### src/rtl/acc_node_pkg.sv
package acc_node_pkg;

  typedef enum logic [3:0] {
    OP_NOP = 4'd0,
    OP_MOV = 4'd1,
    OP_SWP = 4'd2,
    OP_SAV = 4'd3,
    OP_ADD = 4'd4,
    OP_SUB = 4'd5,
    OP_NEG = 4'd6,
    OP_JMP = 4'd7,
    OP_JEZ = 4'd8,
    OP_JNZ = 4'd9,
    OP_JGZ = 4'd10,
    OP_JLZ = 4'd11,
    OP_JRO = 4'd12
  } op_e;

  typedef enum logic [1:0] {
    ALU_PASS = 2'd0,
    ALU_ADD  = 2'd1,
    ALU_SUB  = 2'd2,
    ALU_NEG  = 2'd3
  } alu_fn_e;

  // target numbering shared by source codes and destination field
  localparam int unsigned TGT_ACC        = 0;
  localparam int unsigned TGT_NIL        = 1;
  localparam int unsigned TGT_FIRST_PORT = 2;
  localparam int unsigned CODE_W         = 4;

endpackage

### src/rtl/acc_node_pmem.sv
module acc_node_pmem #(
  parameter int DEPTH  = 15,
  parameter int WORD_W = 18,
  parameter int AW     = $clog2(DEPTH + 1)
) (
  input  logic              clk,
  input  logic              rst,
  input  logic              ld_valid,
  input  logic [WORD_W-1:0] ld_word,
  output logic              ld_ready,
  input  logic [AW-1:0]     rd_addr,
  output logic [WORD_W-1:0] rd_word,
  output logic [AW-1:0]     prog_len
);

  logic [WORD_W-1:0] mem [DEPTH];
  logic [AW-1:0]     cnt_q;

  assign ld_ready = (cnt_q < AW'(DEPTH));
  assign prog_len = cnt_q;
  assign rd_word  = (rd_addr < AW'(DEPTH)) ? mem[rd_addr] : '0;

  always_ff @(posedge clk) begin
    if (rst) begin
      cnt_q <= '0;
    end else if (ld_valid && ld_ready) begin
      cnt_q <= cnt_q + AW'(1);
    end
  end

  always_ff @(posedge clk) begin
    if (ld_valid && ld_ready) begin
      mem[cnt_q] <= ld_word;
    end
  end

  // length only moves on an accepted word, and never passes the depth
  p_len_hold_r2: assert property (@(posedge clk) disable iff (rst)
    !(ld_valid && ld_ready) |=> $stable(cnt_q));
  p_len_cap_r2: assert property (@(posedge clk) disable iff (rst)
    cnt_q <= AW'(DEPTH));

endmodule

### src/rtl/acc_node_alu.sv
module acc_node_alu
  import acc_node_pkg::*;
#(
  parameter int DW  = 11,
  parameter int SAT = 999
) (
  input  alu_fn_e              fn,
  input  logic signed [DW-1:0] acc,
  input  logic signed [DW-1:0] opnd,
  output logic signed [DW-1:0] res
);

  localparam int EW = DW + 2;
  localparam logic signed [EW-1:0] HI = EW'(SAT);
  localparam logic signed [EW-1:0] LO = -HI;

  logic signed [EW-1:0] wide;

  always_comb begin
    unique case (fn)
      ALU_ADD: wide = EW'(acc) + EW'(opnd);
      ALU_SUB: wide = EW'(acc) - EW'(opnd);
      ALU_NEG: wide = -EW'(acc);
      default: wide = EW'(opnd);
    endcase
    if (wide > HI)      res = HI[DW-1:0];
    else if (wide < LO) res = LO[DW-1:0];
    else                res = wide[DW-1:0];
  end

endmodule

### src/rtl/acc_node_pcu.sv
module acc_node_pcu #(
  parameter int AW = 4,
  parameter int DW = 11
) (
  input  logic [AW-1:0]        pc,
  input  logic [AW-1:0]        len,
  input  logic                 take,
  input  logic                 rel,
  input  logic signed [DW-1:0] opnd,
  output logic [AW-1:0]        pc_next
);

  localparam int EW = ((DW > AW) ? DW : AW) + 2;

  logic signed [EW-1:0] base;
  logic signed [EW-1:0] tgt;
  logic signed [EW-1:0] last;
  logic [AW:0]          inc;

  always_comb begin
    inc  = {1'b0, pc} + (AW+1)'(1);
    base = rel ? EW'($signed({1'b0, pc})) : '0;
    tgt  = base + EW'(opnd);
    last = EW'($signed({1'b0, len})) - EW'(1);
    if (take) begin
      if (tgt < 0)         pc_next = '0;
      else if (tgt > last) pc_next = last[AW-1:0];
      else                 pc_next = tgt[AW-1:0];
    end else if (inc >= {1'b0, len}) begin
      pc_next = '0;
    end else begin
      pc_next = inc[AW-1:0];
    end
  end

endmodule

### src/rtl/acc_node_ctrl.sv
module acc_node_ctrl
  import acc_node_pkg::*;
#(
  parameter int DATA_W  = 11,
  parameter int SEL_W   = 3,
  parameter int DEPTH   = 15,
  parameter int SAT_MAX = 999,
  localparam int OP_W   = $bits(op_e),
  localparam int WORD_W = OP_W + DATA_W + SEL_W,
  localparam int AW     = $clog2(DEPTH + 1)
) (
  input  logic              clk,
  input  logic              rst,
  input  logic              ld_valid,
  output logic              ld_ready,
  input  logic [WORD_W-1:0] ld_word,
  output logic              pt_req,
  output logic              pt_write,
  output logic [SEL_W-1:0]  pt_sel,
  output logic [DATA_W-1:0] pt_wdata,
  input  logic              pt_ready,
  input  logic [DATA_W-1:0] pt_rdata,
  output logic [DATA_W-1:0] acc_o,
  output logic [AW-1:0]     pc_o
);

  localparam logic [DATA_W-CODE_W-1:0] CODE_TAG =
    {1'b1, {(DATA_W-CODE_W-1){1'b0}}};

  logic [AW-1:0]     pc_q, pc_nxt, len;
  logic [WORD_W-1:0] word;
  logic signed [DATA_W-1:0] acc_q, bak_q, src_val_q;
  logic signed [DATA_W-1:0] opnd, alu_res, acc_nxt, bak_nxt;
  logic              have_src_q;

  op_e               op;
  logic [DATA_W-1:0] src_f;
  logic [SEL_W-1:0]  dst_f;
  logic [CODE_W-1:0] code;
  logic              is_code, src_port, dst_port, uses_src;
  logic              running, need_rd, need_wr, latch_rd, retire;
  logic              take, rel;
  alu_fn_e           fn;

  acc_node_pmem #(.DEPTH(DEPTH), .WORD_W(WORD_W), .AW(AW)) u_pmem (
    .clk(clk), .rst(rst), .ld_valid(ld_valid), .ld_word(ld_word),
    .ld_ready(ld_ready), .rd_addr(pc_q), .rd_word(word), .prog_len(len)
  );

  // field split
  always_comb begin
    op       = op_e'(word[WORD_W-1 -: OP_W]);
    src_f    = word[SEL_W +: DATA_W];
    dst_f    = word[SEL_W-1:0];
    code     = src_f[CODE_W-1:0];
    is_code  = (src_f[DATA_W-1:CODE_W] == CODE_TAG);
    src_port = is_code && (code >= CODE_W'(TGT_FIRST_PORT))
                       && (code < CODE_W'(1 << SEL_W));
    dst_port = (dst_f >= SEL_W'(TGT_FIRST_PORT));
    unique case (op)
      OP_MOV, OP_ADD, OP_SUB, OP_JMP, OP_JEZ, OP_JNZ,
      OP_JGZ, OP_JLZ, OP_JRO: uses_src = 1'b1;
      default:                uses_src = 1'b0;
    endcase
  end

  // operand resolution: latched read, live port data, register or literal
  always_comb begin
    if (have_src_q)                     opnd = src_val_q;
    else if (src_port)                  opnd = $signed(pt_rdata);
    else if (is_code && code == CODE_W'(TGT_ACC)) opnd = acc_q;
    else if (is_code)                   opnd = '0;
    else                                opnd = $signed(src_f);
  end

  // port handshake and completion
  always_comb begin
    running  = !ld_valid && (len != '0);
    need_rd  = running && uses_src && src_port && !have_src_q;
    need_wr  = running && (op == OP_MOV) && dst_port;
    pt_req   = need_rd || need_wr;
    pt_write = !need_rd;
    pt_sel   = need_rd ? code[SEL_W-1:0] : dst_f;
    pt_wdata = opnd;
    latch_rd = need_rd && need_wr && pt_ready;
    retire   = running && (need_rd ? (pt_ready && !need_wr)
                                   : (!need_wr || pt_ready));
  end

  // branch condition
  always_comb begin
    rel = (op == OP_JRO);
    unique case (op)
      OP_JMP, OP_JRO: take = 1'b1;
      OP_JEZ:         take = (acc_q == '0);
      OP_JNZ:         take = (acc_q != '0);
      OP_JGZ:         take = (acc_q > 0);
      OP_JLZ:         take = (acc_q < 0);
      default:        take = 1'b0;
    endcase
  end

  acc_node_pcu #(.AW(AW), .DW(DATA_W)) u_pcu (
    .pc(pc_q), .len(len), .take(take), .rel(rel), .opnd(opnd), .pc_next(pc_nxt)
  );

  always_comb begin
    unique case (op)
      OP_ADD:  fn = ALU_ADD;
      OP_SUB:  fn = ALU_SUB;
      OP_NEG:  fn = ALU_NEG;
      default: fn = ALU_PASS;
    endcase
  end

  acc_node_alu #(.DW(DATA_W), .SAT(SAT_MAX)) u_alu (
    .fn(fn), .acc(acc_q), .opnd(opnd), .res(alu_res)
  );

  always_comb begin
    acc_nxt = acc_q;
    bak_nxt = bak_q;
    unique case (op)
      OP_MOV:                 if (dst_f == SEL_W'(TGT_ACC)) acc_nxt = alu_res;
      OP_ADD, OP_SUB, OP_NEG: acc_nxt = alu_res;
      OP_SWP:                 begin acc_nxt = bak_q; bak_nxt = acc_q; end
      OP_SAV:                 bak_nxt = acc_q;
      default:                ;
    endcase
  end

  always_ff @(posedge clk) begin
    if (rst) begin
      pc_q       <= '0;
      acc_q      <= '0;
      bak_q      <= '0;
      src_val_q  <= '0;
      have_src_q <= 1'b0;
    end else if (ld_valid) begin
      pc_q       <= '0;
      have_src_q <= 1'b0;
    end else if (latch_rd) begin
      src_val_q  <= $signed(pt_rdata);
      have_src_q <= 1'b1;
    end else if (retire) begin
      pc_q       <= pc_nxt;
      acc_q      <= acc_nxt;
      bak_q      <= bak_nxt;
      have_src_q <= 1'b0;
    end
  end

  assign acc_o = acc_q;
  assign pc_o  = pc_q;

  // accumulator never leaves the saturation window
  p_acc_range_r4: assert property (@(posedge clk) disable iff (rst)
    (acc_q <= DATA_W'(SAT_MAX)) && (acc_q >= -DATA_W'(SAT_MAX)));

  // PC stays inside the loaded program
  p_pc_bound_r8: assert property (@(posedge clk) disable iff (rst)
    (pc_q == '0) || (pc_q < len));

  // loading suppresses port traffic and parks the PC at 0
  p_load_quiet_r3: assert property (@(posedge clk) disable iff (rst)
    ld_valid |-> !pt_req);
  p_load_park_r3: assert property (@(posedge clk) disable iff (rst)
    ld_valid |=> (pc_q == '0));

  // an unanswered request is held and the core stalls
  p_req_hold_r9: assert property (@(posedge clk) disable iff (rst)
    (pt_req && !pt_ready && !ld_valid) |=> ld_valid ||
      (pt_req && $stable(pt_sel) && $stable(pt_write) &&
       $stable(pc_q) && $stable(acc_q)));
  p_wdata_hold_r9: assert property (@(posedge clk) disable iff (rst)
    (pt_req && pt_write && !pt_ready && !ld_valid) |=> ld_valid ||
      $stable(pt_wdata));

endmodule

### config.mk
export PLATFORM = sky130hd
export DESIGN_NAME = acc_node_ctrl
export DESIGN_NICKNAME = d
export VERILOG_FILES = /design/src/rtl/acc_node_pkg.sv /design/src/rtl/acc_node_pmem.sv /design/src/rtl/acc_node_alu.sv /design/src/rtl/acc_node_pcu.sv /design/src/rtl/acc_node_ctrl.sv
export SDC_FILE = /design/constraint.sdc
export NUM_CORES = 1
export LEC_CHECK = 0
export CAP_MARGIN = 20
export CORE_AREA = 2 2 197 199
export DETAILED_ROUTE_END_ITERATION = 10
export DIE_AREA = 0 0 199 201
export SYNTH_ARGS = -nofsm -noshare
export SYNTH_HDL_FRONTEND = slang
export SYNTH_SLANG_ARGS = --single-unit
### constraint.sdc
create_clock -name clk -period 9.75 [get_ports clk]
set_input_delay 0.975 -clock clk [delete_from_list [all_inputs] [get_ports clk]]
set_output_delay 0.975 -clock clk [all_outputs]
set_load 0.03 [all_outputs]
==> qor.csv, run 1 <==
metric,value,unit
fin_nets,1403,
routed_wl,45100,um
crit_buf_inv,2,
yosysWarnings,0,
layout-drive-gt1-share,13.0,%
rows,72,
crit_fanout,57,
ioPinCount,65,
final_cell_mix,"edfxtp_1, nor2_1, mux2i_1, nand2_1, clkdlybuf4s50_1",
ys_async_sr_fraction,0,%
cp.required,10150,ps
top_usage_layer,met2,
hp-class,flip-flop to flip-flop,
routabilityCongestion,0.931,
worstPathCellList,"buf_4, mux2_2, o2111ai_1, and4_1, a21oi_1, and2_1, o211ai_1, o211a_1, inv_1, ha_1, o21ba_2, o21ai_0, a2111oi_0, o41ai_1, xnor2_1, a2111oi_0, a211oi_1, a2111oi_0, nand3_1, o21ai_1, o21ai_0",
syn-instance-count,1247,
post-cts-setup-buffers,0,
holdPathEnd,bak_q[2]$_SDFFE_PP0P_,
power,3.22,mW
dieArea,40000,sq um
clk_path_buf_depth,3,
cts_resized,0,
grt_pass1_vias,10800,
slew_headroom,25.4,%
port_buffers,64,
outcome,completed,
setup_violations,0,
cp-end-kind,flip-flop,
fmax,0.129,GHz
grt_usage,22.7,%
clk_pin_slew,60,ps
syn_nets,1334,
vias,11100,
placed_cell_area,17300,sq um
syn_to_final_growth,14.2,%
antenna_found_initial,0,
postRouteAntennaNets,0,
worstSkewPairLatency,540,ps
finalHoldViolCount,0,
synth.cell_area,16100,sq um
grt_pass1_wl,68100,um
p_leak,6.16,nW
ys_ff_latch,316,
seq_area_frac_synth,56.1,%
root_buffer,clkbuf_16,
first_iter_violations,977,
htreeDepth,2,
grtUsageMet1,31.6,%
wl_per_cell,24.3,um
tns,0,ps
maxCapViolCount,0,
fin_crit_sh,79.5,%
met3_usage,2.82,%
die-width,199,um
cts_sinks,316,
slowest_delay,890,ps
grtUsageMet2,37.3,%
path_delay_family,compound AO/OA/AOI/OAI gates,
min_from,bak_q[2]$_SDFFE_PP0P_,
via_per_inst,5.96,
worst-setup-path-type,flip-flop to flip-flop,
gr-total-overflow,0,
min_period,7750,ps
place_hpwl,29600,um
antennaDiodeCount,0,
design_area,18400,sq um
cellPowerDensity,175,nW/um^2
initial_core_util,42.2,%
synth_ff_type,edfxtp_1,
ir_drop,0.113,mV
drv_slew,0,
syn_avg_cell_area,12.9,sq um
crit_arrival,8150,ps
firstDrtPassIters,7,
hold_path_depth,2,
cts_buffers,34,
critPathSlowestCell,dfxtp_4,
fp.dieH,201,um
grt_max_degree,58,
ys_types,85,
final_common_cell,edfxtp_1,
r2r_slack,2000,ps
drc,0,
crit_path_start_kind,flip-flop,
worst_path_most_repeated_cell,a2111oi_0,
reg2reg_depth,21,
cts_tree,built,
synth_edf_count,270,
worstMarginPinSlew,1100,ps
worst_clock_skew,23.9,ps
placeableCoreArea,38100,sq um
ctsHoldBuffers,0,
r2r_end,acc_o[6]$_SDFFE_PP0P_,
rsz0062_at_grt,false,
metal layers:
metal	up-vias	wire length, um
met1	5553	19400
met4	0	1240
met3	89	2700
met5	-	0
li1	5037	-
met2	407	21800
where the power goes:
| group | leakage, nW | switching (mW) | internal (mW) | total (mW) |
|---|---|---|---|---|
| clock network | 0.504 | 0.530 | 0.689 | 1.22 |
| logic | 2.84 | 0.313 | 0.185 | 0.497 |
| registers | 2.81 | 0.0197 | 1.49 | 1.50 |
metrics by stage:
| stage | utilization [%] | hold WS [ps] | instances | setup slack, ps |
|---|---|---|---|---|
| after global routing | 48.2 | 524 | 1859 | 1120 |
| after CTS | 48.2 | 500 | 1858 | 1990 |
| after global placement | 45.5 | 469 | 1797 | 2200 |
| after detailed placement | 45.5 | 486 | 1797 | 2000 |
| final | 48.2 | 491 | 1859 | 2000 |
| after floorplan | - | 453 | 1247 | 4140 |
worst max path at each step:
stage / cells after the start / slack [ps] / to / start
finish: 21 / 2000 / acc_o[6]$_SDFFE_PP0P_ / flip-flop
global route: 21 / 1120 / acc_o[6]$_SDFFE_PP0P_ / flip-flop
CTS: 19 / 1990 / acc_o[6]$_SDFFE_PP0P_ / flip-flop
detailed placement: 19 / 2000 / acc_o[6]$_SDFFE_PP0P_ / flip-flop
global placement: 19 / 2200 / acc_o[6]$_SDFFE_PP0P_ / flip-flop
floorplan: 22 / 4140 / acc_o[2]$_SDFFE_PP0P_ / flip-flop
Yosys cell counts (all sizes together), types with 7 or more instances:
library cell	number	area, sq um
o211ai	20	155
nor2	90	338
edfxtp	270	8110
mux2i	69	691
a211oi	21	163
a21o	9	67.6
a21oi	56	295
a32oi	9	78.8
inv	52	195
dfxtp	46	921
nor4	7	58.8
or3	7	43.8
mux2	19	214
nand2	66	248
and2	11	68.8
mux4	42	946
xor2	7	61.3
nand2b	22	138
buf	35	224
o211a	7	70.1
a31oi	18	125
nor3	28	140
and3	9	56.3
nor2b	16	100
o22ai	13	81.3
or2	7	43.8
a22oi	10	75.1
clkbuf	26	97.6
ha	51	638
o32ai	7	68.8
nand3	19	100
o21a	10	75.1
xnor2	18	158
o21ai	36	180
cell families (layout without fill, tap and decap cells):
kind of cell / after synthesis / after routing / share of synthesized area (%)
flip-flops: 316 / 316 / 56.1
AND/OR/NAND/NOR: 306 / 306 / 9.49
AO/OA/AOI/OAI: 303 / 303 / 14.0
multiplexers: 130 / 130 / 11.5
buffers and inverters: 113 / 207 / 3.21
adder cells (fa/ha/maj): 54 / 54 / 4.34
XOR/XNOR: 25 / 25 / 1.36
registers in the layout, summed over array words and instances, names as in the netlist, named ones only:
name / cells
have_src_q: 1
pc_o: 4
acc_o: 11
u_pmem.mem: 270
bak_q: 11
u_pmem.prog_len: 4
src_val_q: 11
worst min-delay path: stages, from the launching register on:
cell,delay [ps]
dfxtp_1,320
mux2i_1,60
nor2_1,70
area by class of cell:
type / instances / area (sq um)
Fill cell: 3384 / 19700
Clock inverter: 15 / 139
Clock buffer: 46 / 906
Inverter: 52 / 195
Timing Repair Buffer: 94 / 866
Sequential cell: 316 / 9030
Multi-Input combinational cell: 818 / 6590
Tap cell: 518 / 648
(Power assumes the default switching activity.)
==> run 2: changes to the inputs <==
==> constraint.sdc (replaced) <==
create_clock -name clk -period 7 [get_ports clk]
set_input_delay 0.7 -clock clk [delete_from_list [all_inputs] [get_ports clk]]
set_output_delay 0.7 -clock clk [all_outputs]
set_load 0.03 [all_outputs]
==> qor.csv, run 2 (synthesis gave the netlist of run 1 again) <==
metric,value,unit,change
outcome,completed,,
worstSkewPairLatency,540,ps,about the same
firstDrtPassIters,5,,-2
fillers,3361,,-0.68%
crit_fanout,20,,-65%
pwr-share-clk,37.6,%,-0.2 points
p_leak,6.30,nW,+2.3%
place_hpwl,30800,um,+4.0%
cellPowerDensity,243,nW/um^2,+38%
rsz0062_at_grt,false,,
ioPinCount,65,,unchanged
dieArea,40000,sq um,unchanged
fp.dieH,201,um,unchanged
cp-end-kind,flip-flop,,
wl_per_cell,24.2,um,-0.26%
cts_tree,built,,
hp-class,flip-flop to flip-flop,,
internal_power,3.30,mW,+40%
routabilityCongestion,0.920,,-1.2%
fin_crit_sh,91.2,%,+12 points
crit_path_start_kind,flip-flop,,
p_switching,1.21,mW,+40%
final_cell_mix,"edfxtp_1, nor2_1, mux2i_1, nand2_1, clkdlybuf4s50_1",,
largest_reg_flops,270,,unchanged
grt_pass1_vias,11000,,+2.4%
fmax,0.157,GHz,+21%
vias,11000,,-0.46%
initial_core_util,42.2,%,unchanged
antenna_found_initial,0,,unchanged
critPathSlowestCell,a2111oi_0,,
place_ws,447,ps,-1550 ps
worst_clock_skew,31.2,ps,+7.31 ps
setup_violations,0,,unchanged
drc,0,,unchanged
final_common_cell,edfxtp_1,,
min_period,6380,ps,-1370 ps
die-width,199,um,unchanged
cts_buffers,34,,unchanged
routed_wl,45500,um,+0.87%
antennaDiodeCount,0,,unchanged
grt_max_degree,38,,-34%
fin_nets,1426,,+1.6%
instances_no_fill,1880,,+1.1%
worstMarginPinSlew,986,ps,-119 ps
setup_ws,618,ps,-1380 ps
cts_sinks,316,,unchanged
power_frac_comb,16.0,%,+0.6 points
p_seq_share,46.4,%,-0.3 points
clk_pin_slew,60,ps,about the same
htreeDepth,2,,unchanged
grt_pass1_wl,67900,um,-0.27%
syn_to_final_growth,15.6,%,
via_per_inst,5.87,,-1.6%
utilization,48.8,%,+0.59 points
crit_arrival,6770,ps,-1380 ps
clk_path_buf_depth,3,,unchanged
top_register,u_pmem.mem,,
maxCapViolCount,0,,unchanged
placeableCoreArea,38100,sq um,unchanged
drv_slew,0,,unchanged
dp_cells,1820,,+1.3%
slew_headroom,33.7,%,+8.2 points
cp.required,7390,ps,-2760 ps
switching_share,26.8,%,+0.058 points
ir_drop,0.215,mV,+89%
grt_usage,22.9,%,+0.16 points
path_delay_family,compound AO/OA/AOI/OAI gates,,
layout-drive-gt1-share,15.3,%,+2.3 points
postRouteAntennaNets,0,,unchanged
crit_buf_inv,2,,unchanged
port_buffers,64,,unchanged
slowest_delay,620,ps,-270 ps
worst-setup-path-type,flip-flop to flip-flop,,
finalHoldViolCount,0,,unchanged
first_iter_violations,939,,-3.9%
gr-total-overflow,0,,unchanged
rows,72,,unchanged
whs,489,ps,-1.92 ps
ctsHoldBuffers,0,,unchanged
worstPathCellList,"buf_4, mux2_2, a211o_1, a21boi_0, nor2_1, nor3_1, o211ai_1, o211a_1, inv_1, ha_1, o21ba_2, o21ai_0, a2111oi_1, o41ai_1, xnor2_1, a2111oi_0, a211oi_1, a2111oi_0, nand3_1, o21ai_1, o21ai_0",,
root_buffer,clkbuf_16,,
tns,0,ps,unchanged
-- run 2: changes by cell type in the layout (fill, tap and decap cells not counted), moves of 2 or more --
| cell | delta |
|---|---|
| buf_12 | +3 |
| nor2_2 | -2 |
| clkbuf_1 | -7 |
| nor2_4 | +2 |
| buf_4 | +19 |
| clkinv_1 | -4 |
| clkinv_2 | +8 |
-- run 2: tightest hold or removal path, stage by stage, from the launching register on --
cell and delay (ps):
dfxtp_1 320, mux2i_1 60, nor2_1 70
-- run 2: repair_timing --
| action | CTS | global route |
|---|---|---|
| resized for setup | 0 | 3 |
| hold endpoints to repair | 0 | 0 |
| setup endpoints to repair | 0 | 16 |
| buffers inserted | 0 | 1 |
-- run 2: power by group through the flow --
stage                     clock (mW)  combinational (mW)  sequential, mW
after global routing            1.80               0.782            2.10
after floorplan                    0               0.454            2.13
after global placement             0               0.702            2.14
after CTS                       1.73               0.712            2.10
after detailed placement           0               0.708            2.14
final                           1.70               0.722            2.10
-- run 2: cell type report --
cell class	instances	area, sq um	area share, %
sequential	316	9040	48.6
multi-input combinational	818	6610	35.5
timing repair buffer	117	1080	5.80
clock buffer	40	893	4.80
tap	518	648	3.48
inverter	52	195	1.05
clock inverter	19	150	0.807
-- run 2: layer usage --
layer,wire length (um),track usage [%],vias to the layer above
met5,0,0,-
met4,2030,10.6,0
met3,2820,3.76,106
met2,21600,37.0,400
met1,19000,30.1,5456
li1,-,-,5073
-- run 2: metrics by stage --
| stage | power (mW) | area (sq um) |
|---|---|---|
| 3_5_place_dp | 2.84 | 17500 |
| 5_1_grt | 4.68 | 18600 |
| 2_1_floorplan | 2.58 | 16100 |
| 4_1_cts | 4.54 | 18600 |
| 6_report | 4.51 | 18600 |
| 3_3_place_gp | 2.84 | 17500 |
-- run 2: final timing paths --
path | start | endpoint | slack [ps] | cells after the start
setup / recovery | flip-flop | acc_o[6]$_SDFFE_PP0P_ | 620 | 21
hold / removal | bak_q[2]$_SDFFE_PP0P_ | bak_q[2]$_SDFFE_PP0P_ | 490 | 2
setup reg to reg | flip-flop | acc_o[6]$_SDFFE_PP0P_ | 620 | 21
hold reg to reg | bak_q[2]$_SDFFE_PP0P_ | bak_q[2]$_SDFFE_PP0P_ | 490 | 2
